$ cat config.mk
export PLATFORM = sky130hd
export DESIGN_NAME = clock_victim_sel
export DESIGN_NICKNAME = d
export VERILOG_FILES = /design/src/rtl/clock_sel_pkg.sv /design/src/rtl/ref_bits.sv /design/src/rtl/hand_ptr.sv /design/src/rtl/scan_ctrl.sv /design/src/rtl/clock_victim_sel.sv
export SDC_FILE = /design/constraint.sdc
export NUM_CORES = 1
export LEC_CHECK = 0
export ABC_AREA = 1
export BUFFER_PORTS_ARGS = -buffer_cell sky130_fd_sc_hd__buf_4
export CORE_MARGIN = 4
export CORE_UTILIZATION = 50
export CTS_CLUSTER_DIAMETER = 40
export DETAILED_ROUTE_END_ITERATION = 8
export HOLD_SLACK_MARGIN = 0.02
export PLACE_DENSITY_LB_ADDON = 0.05
export SYNTH_ARGS = -nofsm -noshare
export SYNTH_HDL_FRONTEND = slang
export SYNTH_SLANG_ARGS = --single-unit
$ cat constraint.sdc
create_clock -name clk_i -period 1.4 [get_ports clk_i]
set_input_delay 0.28 -clock clk_i [delete_from_list [all_inputs] [get_ports clk_i]]
set_output_delay 0.28 -clock clk_i [all_outputs]
set_load 0.01 [all_outputs]
$ cat src/rtl/clock_sel_pkg.sv
package clock_sel_pkg;
  typedef enum logic {
    ST_IDLE = 1'b0,
    ST_SCAN = 1'b1
  } scan_st_e;
endpackage

$ cat src/rtl/ref_bits.sv
module ref_bits #(
  parameter int NUM_FRAMES = 8,
  localparam int IDX_W = (NUM_FRAMES > 1) ? $clog2(NUM_FRAMES) : 1
) (
  input  logic                  clk_i,
  input  logic                  rst_ni,
  input  logic                  ref_valid_i,
  input  logic [IDX_W-1:0]      ref_idx_i,
  input  logic                  clr_all_i,
  input  logic                  scan_clr_i,
  input  logic [IDX_W-1:0]      scan_idx_i,
  output logic [NUM_FRAMES-1:0] r_o
);
  logic [NUM_FRAMES-1:0] r_q;

  for (genvar g = 0; g < NUM_FRAMES; g++) begin : g_bit
    logic set_hit, scan_hit;
    assign set_hit  = ref_valid_i && (ref_idx_i == IDX_W'(g));
    assign scan_hit = scan_clr_i && (scan_idx_i == IDX_W'(g));
    always_ff @(posedge clk_i or negedge rst_ni) begin
      if (!rst_ni)        r_q[g] <= 1'b0;
      else if (set_hit)   r_q[g] <= 1'b1;  // reference wins over any clear
      else if (scan_hit)  r_q[g] <= 1'b0;
      else if (clr_all_i) r_q[g] <= 1'b0;
    end
  end

  assign r_o = r_q;

  p_ref_sets_r2: assert property (@(posedge clk_i) disable iff (!rst_ni)
    (ref_valid_i && int'(ref_idx_i) < NUM_FRAMES) |=> r_q[$past(ref_idx_i)]);

  p_clear_all_r3: assert property (@(posedge clk_i) disable iff (!rst_ni)
    (clr_all_i && !ref_valid_i) |=> (r_q == '0));
endmodule

$ cat src/rtl/hand_ptr.sv
module hand_ptr #(
  parameter int NUM_FRAMES = 8,
  localparam int IDX_W = (NUM_FRAMES > 1) ? $clog2(NUM_FRAMES) : 1
) (
  input  logic             clk_i,
  input  logic             rst_ni,
  input  logic             adv_i,
  output logic [IDX_W-1:0] hand_o
);
  localparam logic [IDX_W-1:0] LAST = IDX_W'(NUM_FRAMES - 1);

  logic [IDX_W-1:0] hand_q;

  always_ff @(posedge clk_i or negedge rst_ni) begin
    if (!rst_ni)    hand_q <= '0;
    else if (adv_i) hand_q <= (hand_q == LAST) ? '0 : hand_q + 1'b1;
  end

  assign hand_o = hand_q;

  p_hand_range_r5: assert property (@(posedge clk_i) disable iff (!rst_ni)
    int'(hand_q) < NUM_FRAMES);
endmodule

$ cat src/rtl/scan_ctrl.sv
module scan_ctrl
  import clock_sel_pkg::*;
#(
  parameter int NUM_FRAMES = 8,
  localparam int IDX_W = (NUM_FRAMES > 1) ? $clog2(NUM_FRAMES) : 1
) (
  input  logic             clk_i,
  input  logic             rst_ni,
  input  logic             fault_req_i,
  input  logic             clear_tick_i,
  input  logic             cur_ref_i,
  input  logic [IDX_W-1:0] hand_i,
  output logic             busy_o,
  output logic             adv_o,
  output logic             scan_clr_o,
  output logic             clr_all_o,
  output logic             done_o,
  output logic [IDX_W-1:0] victim_o
);
  scan_st_e         state_q, state_d;
  logic             tick_pend_q;
  logic             done_q;
  logic [IDX_W-1:0] victim_q;
  logic             scanning, hit_victim;

  assign scanning   = (state_q == ST_SCAN);
  assign hit_victim = scanning && !cur_ref_i;
  assign busy_o     = scanning;
  assign adv_o      = scanning;
  assign scan_clr_o = scanning && cur_ref_i;
  assign clr_all_o  = !scanning && (clear_tick_i || tick_pend_q);

  always_comb begin
    state_d = state_q;
    unique case (state_q)
      ST_IDLE: if (fault_req_i) state_d = ST_SCAN;
      ST_SCAN: if (!cur_ref_i)  state_d = ST_IDLE;
      default: state_d = ST_IDLE;
    endcase
  end

  always_ff @(posedge clk_i or negedge rst_ni) begin
    if (!rst_ni) begin
      state_q     <= ST_IDLE;
      tick_pend_q <= 1'b0;
      done_q      <= 1'b0;
      victim_q    <= '0;
    end else begin
      state_q <= state_d;
      done_q  <= hit_victim;
      if (hit_victim) victim_q <= hand_i;
      // ticks seen mid-scan wait for idle
      if (scanning && clear_tick_i) tick_pend_q <= 1'b1;
      else if (clr_all_o)           tick_pend_q <= 1'b0;
    end
  end

  assign done_o   = done_q;
  assign victim_o = victim_q;

  p_tick_held_r9: assert property (@(posedge clk_i) disable iff (!rst_ni)
    (busy_o && clear_tick_i) |=> (tick_pend_q || clr_all_o));

  p_done_not_busy_r6: assert property (@(posedge clk_i) disable iff (!rst_ni)
    done_o |-> !busy_o);

  p_victim_was_hand_r6: assert property (@(posedge clk_i) disable iff (!rst_ni)
    done_o |-> (victim_o == $past(hand_i) && $past(busy_o)));

  p_fault_ignored_r10: assert property (@(posedge clk_i) disable iff (!rst_ni)
    (busy_o && cur_ref_i && fault_req_i) |=> busy_o);
endmodule

$ cat src/rtl/clock_victim_sel.sv
module clock_victim_sel #(
  parameter int NUM_FRAMES = 8,
  localparam int IDX_W = (NUM_FRAMES > 1) ? $clog2(NUM_FRAMES) : 1
) (
  input  logic             clk_i,
  input  logic             rst_ni,
  input  logic             ref_valid_i,
  input  logic [IDX_W-1:0] ref_idx_i,
  input  logic             clear_tick_i,
  input  logic             fault_req_i,
  output logic             busy_o,
  output logic             done_o,
  output logic [IDX_W-1:0] victim_idx_o,
  output logic [IDX_W-1:0] hand_o
);
  logic [NUM_FRAMES-1:0] r_vec;
  logic [IDX_W-1:0]      hand;
  logic                  adv, scan_clr, clr_all, cur_ref;

  assign cur_ref = r_vec[hand];

  ref_bits #(.NUM_FRAMES(NUM_FRAMES)) u_bits (
    .clk_i      (clk_i),
    .rst_ni     (rst_ni),
    .ref_valid_i(ref_valid_i),
    .ref_idx_i  (ref_idx_i),
    .clr_all_i  (clr_all),
    .scan_clr_i (scan_clr),
    .scan_idx_i (hand),
    .r_o        (r_vec)
  );

  hand_ptr #(.NUM_FRAMES(NUM_FRAMES)) u_hand (
    .clk_i (clk_i),
    .rst_ni(rst_ni),
    .adv_i (adv),
    .hand_o(hand)
  );

  scan_ctrl #(.NUM_FRAMES(NUM_FRAMES)) u_ctrl (
    .clk_i       (clk_i),
    .rst_ni      (rst_ni),
    .fault_req_i (fault_req_i),
    .clear_tick_i(clear_tick_i),
    .cur_ref_i   (cur_ref),
    .hand_i      (hand),
    .busy_o      (busy_o),
    .adv_o       (adv),
    .scan_clr_o  (scan_clr),
    .clr_all_o   (clr_all),
    .done_o      (done_o),
    .victim_o    (victim_idx_o)
  );

  assign hand_o = hand;

  p_busy_start_r4: assert property (@(posedge clk_i) disable iff (!rst_ni)
    (!busy_o && fault_req_i) |=> busy_o);

  p_hand_steps_r5: assert property (@(posedge clk_i) disable iff (!rst_ni)
    busy_o |=> (hand_o != $past(hand_o)));

  p_hand_holds_r11: assert property (@(posedge clk_i) disable iff (!rst_ni)
    !busy_o |=> $stable(hand_o));
endmodule

; Word level (Yosys, flattened, before mapping)
; Cells that the tools add are included.
[classes]
n_addsub = 1
n_lt_le_gt_ge = 1
eq_ne = 14
n_mux = 24
bitwise_logic = 1
n_reduce_logical = 34
[ops]
columns = op, count
row1 = "equality test 3 bit, second input constant", 8
row2 = nonzero test 3 bit, 8
row3 = two-way mux 1 bit, 21
row4 = logical AND 1 bit, 20
row5 = "equality test 3 x 2 -> 1 bit, second input constant", 4
row6 = "equality test 3 x 1 -> 1 bit, second input constant", 2
row7 = logical NOT 3 bit, 2
row8 = "less-than comparator 3 x 4 -> 1 bit, second input constant", 1
row9 = "adder 3 x 1 -> 3 bit, second input constant", 1
row10 = binary-select mux 1 bit (select 3 bit), 1
row11 = two-way mux 3 bit, 1
row12 = logical NOT 1 bit, 2
row13 = one-hot mux 1 bit (2 select lines), 1
row14 = nonzero test 2 bit, 1
row15 = logical OR 1 bit, 1
row16 = NOT 1 bit, 1
[word_totals]
reg_bits = 17
input_bits = 8
word_cells = 88

; Logic depth before layout (Yosys ltp)
[logic_depth]
depth_word = 6
mapped_depth = 9

; Hierarchy
; Synthesis repeated with hierarchy kept, for this count alone.
[unflattened]
cells_unflattened = 151
hier_area_um2 = 977.2
[by_module_without_submodules]
columns = mod, n_inst, cells_per_inst, area_per_inst_um2, seq_area_each_um2
row1 = ref_bits, 1, 78, 475.5, 200.2
row2 = scan_ctrl, 1, 28, 245.2, 150.1
row3 = hand_ptr, 1, 17, 146.4, 75.1
row4 = clock_victim_sel, 1, 28, 110.1, 0.0

; Worst setup path after synthesis
; OpenSTA, ideal clock, no wires.
[synth_path]
kind = register -> register
startpoint = register u_hand.hand_q[0] (netlist: u_hand.hand_o[0])
endpoint = register u_ctrl.victim_q[1] (netlist: u_ctrl.victim_o[1])
setup_time_ns = 0.124
arrival_ns = 1.155
required_time_ns = 1.276
slack_ns = 0.121
stages_incl_launch_ff = 10
synth_period_minus_slack_ns = 1.279
path_cell_list = dfrtp_1 -> inv_2 -> nand2_1 -> nand3_1 -> nand2_2 -> nand2_4 -> nand2_4 -> nand2_4 -> nand2_1 -> o21ai_1
[synth_via]
elab_chain_cells = 4
[synth_lines]
columns = element, line
row1 = from (decl), hand_ptr.sv:12  ; logic [IDX_W-1:0] hand_q;
row2 = from (signal assigned), hand_ptr.sv:16  ; else if (adv_i) hand_q <= (hand_q == LAST) ? '0 : hand_q + 1'b1;
row3 = binary-select mux 1 bit (select 3 bit), clock_victim_sel.sv:20  ; assign cur_ref = r_vec[hand];
row4 = two-way mux 1 bit (not written as such), clock_victim_sel.sv:20
row5 = logical NOT 1 bit, scan_ctrl.sv:27  ; assign hit_victim = scanning && !cur_ref_i;
row6 = logical AND 1 bit, scan_ctrl.sv:27
row7 = to (signal assigned), scan_ctrl.sv:51  ; if (hit_victim) victim_q <= hand_i;
row8 = to (decl), scan_ctrl.sv:23  ; logic [IDX_W-1:0] victim_q;
; Every way passes these cells. The select of a mux whose other input is x is not followed.
; A chain may end at the register's enable or synchronous reset.

; Worst setup path after layout
[layout_path]
startpoint = register u_hand.hand_q[0] (netlist: u_hand.hand_o[0])
endpoint = output hand_o[0]
[layout_lines]
columns = element, line
row1 = to (decl), clock_victim_sel.sv:14  ; output logic [IDX_W-1:0] hand_o
; No word-level cell between the ends.

==> results.tsv <==
stage	metric	value	unit
floorplan	die_area	2720	µm²
floorplan	die_w	52.2	µm
synthesis	synth_mux_area_share	0	%
critical_path	crit_required	1.12	ns
synthesis	synth_top_family_by_area	simple AND/OR/NAND/NOR gates	
synthesis	synth-seq-cells	17	
route	viasPerCell	4.87	
status	outcome	finished, final reports clean	
cells_and_area	multi_input_area	460	µm²
route	vias	881	
critical_path	reg2reg_slack	0.09	ns
clock_tree	cts.sinks	17	
sta	hold_violations	0	
grt	grt-ovfl-total	0	
grt	gr-usage-met1	20.4	%
sta	setup_slack	0.0867	ns
route	antenna_left	0	
clock_tree	cts_buffers	3	
synthesis	synth-xor-area-share	0	%
critical_path	crit_arrival	1.03	ns
cells_and_area	fin_util	67.5	%
grt	grt.busiest_layer	met2	
grt	gr-usage-all-layers	17.5	%
cells_and_area	antenna_cells	0	
clock_tree	htree_levels	1	
critical_path	reg2reg_to	u_ctrl.victim_o[0]	
placement	preCtsSetupSlack	0.0394	ns
floorplan	start_util	54.7	%
pwr	vdd_drop_max	0.00118	V
clock_tree	cts_tree	done	
cells_and_area	final_nets	171	
sta	drv_slew	0	
synthesis	syn-num-nets	145	
floorplan	fp.dieH	52.2	µm
sta	fin_crit_sh	93.8	%
route	drt_wl_total	2080	µm
route	drcViolationCount	0	
cells_and_area	syn_to_final_growth	23.3	%
pwr	leakage	0.669	nW
floorplan	ioPinCount	16	
sta	fin_skew	0.00510	ns
sta	slew_headroom	84.2	%
synthesis	syn_area	976	µm²
grt	grt_pass1_wl	3410	µm
pwr	totalPowerFinal	2.52	mW
floorplan	rows	15	
clock_tree	cts-root-buf	clkbuf_4	
synthesis	synth_compound_area_share	4.10	%
worst_hold_path	hold_path_startpoint	fault_req_i	
grt	grt_use_met3	3.42	%
critical_path	crit_type	reg -> out	
critical_path	reg2regPathDepth	9	
worst_hold_path	worst_hold_path.num_cells	3	
grt	grt_max_degree	18	
critical_path	path_cells	clkbuf_2 -> buf_4	
synthesis	synth_simple_gate_area_share	34.6	%
sta	fmax	0.761	GHz
route	wl_per_cell	11.5	µm
grt	antenna_found_initial	0	
placement	dp_hpwl	1520	µm
synthesis	synth_cells	131	
route	firstDrtPassIters	4	
critical_path	crit_path_end_kind	primary output	
synthesis	yosys.cell_types.count	16	
critical_path	slowest_delay	0.45	ns
clock_tree	clk_latency	0.30	ns
worst_hold_path	holdPathEnd	u_ctrl.adv_o	
placement	portBuffers	15	
placement	place_congestion	0.873	
critical_path	timing.rr.start	u_hand.hand_o[0]	
route	drt-initial-drc-count	15	
cells_and_area	drive_above_1_share	21.2	%
critical_path	cp_slowest_cell	dfrtp_2	
sta	setup_tns	0	ns
worst_hold_path	hold_class	in -> reg	
sta	tightest_slew	0.235	ns
sta	setup_viol	0	
synthesis	synth_fa_ha_area_share	7.69	%
floorplan	core_area	1780	µm²
critical_path	critPathLaunchType	flop	
grt	grt_pass1_vias	849	
synthesis	synth_warnings	0	
grt	use_met2	28.5	%
synthesis	synth.yosys.seq_area_share	43.6	%
sta	hold_slack	0.204	ns
critical_path	critPathMaxFanout	5	
clock_tree	clk_path_buf_depth	2	
cells_and_area	regArea	427	µm²
run	cap_violations	0	
sta	period_needed	1.31	ns
clock_tree	cts.clk_slew.worst_paths	0.09	ns
cells_and_area	fill_cells	160	
synthesis	syn-mean-instance-area	7.45	µm²
pwr	power_density	2100	nW/µm²
## worst max-delay path, delay by kind of cell (launching register included)
kind | cells | cell delay, ns
buf+inv | 2 | 0.28
flops | 1 | 0.45
## per-layer routing
metal	wire length [µm]	share of wire, %
met5	0	0
met4	60	2.9
met3	108	5.2
met2	1020	49
met1	894	43
## state kept, by name, summed over array words and instances, names as in the netlist
name,flops
u_ctrl.done_o,1
u_ctrl.adv_o,1
u_bits.r_o,8
u_ctrl.victim_o,3
u_hand.hand_o,3
u_ctrl.tick_pend_q,1
## timing repair
item,4_1_cts,5_1_grt
endpoints found under the hold margin,17,0
setup buffers,0,3
setup endpoints to repair,0,13
gates resized for setup,0,3
hold buffers,1,0
## synthesized netlist by cell type, drive strengths merged
library cell | count | share of area, %
a21oi | 2 | 1.0
buf | 1 | 0.77
clkbuf | 1 | 0.38
dfrtp | 17 | 44
ha | 6 | 7.7
inv | 23 | 8.8
nand2 | 45 | 20
nand3 | 5 | 3.1
nand4 | 8 | 5.1
nor2 | 17 | 6.5
o21ai | 6 | 3.1
## how the worst max path moves through the flow
stage	startpoint	endpoint	slack, ns	cells past startpoint
after global routing	u_hand.hand_o[0]	u_ctrl.victim_o[0]	-0.02	8
after global placement	u_hand.hand_o[0]	u_bits.r_o[3]	0.10	8
final	u_hand.hand_o[0]	hand_o[0]	0.09	2
after CTS	u_hand.hand_o[0]	u_ctrl.victim_o[0]	0.03	9
after detailed placement	u_hand.hand_o[0]	u_ctrl.victim_o[0]	0.04	9
after floorplan	u_hand.hand_o[0]	u_ctrl.victim_o[1]	0.12	9
## per-stage QoR
step	instance area (µm²)	std cells
floorplan	976	131
global placement	1140	173
detailed placement	1140	173
CTS	1170	178
global route	1200	181
finish	1200	181
## report_power, final
group / switching, mW / internal, mW / total, mW
clock network: 0.153 / 0.111 / 0.264
logic: 0.866 / 0.584 / 1.45
registers: 0.125 / 0.685 / 0.810
total: 1.14 / 1.38 / 2.52
## cells by family after synthesis
| group | Yosys count |
|---|---|
| buffers and inverters | 25 |
| and+or+nand+nor | 75 |
| AOI/OAI and AO/OA | 8 |
| adders and majority gates | 6 |
| DFF | 17 |
## cells in the final DEF (no fill, tap or decap), drive strengths merged
cell type    instances
nand4                8
inv                 23
nand2               45
clkbuf               5
a21oi                2
nand3                5
dfrtp               17
buf                 21
o21ai                6
ha                   6
dlygate4sd3          1
nor2                17
## final cells by class
class                   count  share of cell area (%)
inverters                  23                    7.17
clock buffers               4                    2.18
multi-input cells          89                    38.3
flip-flops and latches     17                    35.4
well taps                  25                    2.60
repair buffers             23                    14.3
Note: power is estimated with default switching activity, not from simulation.
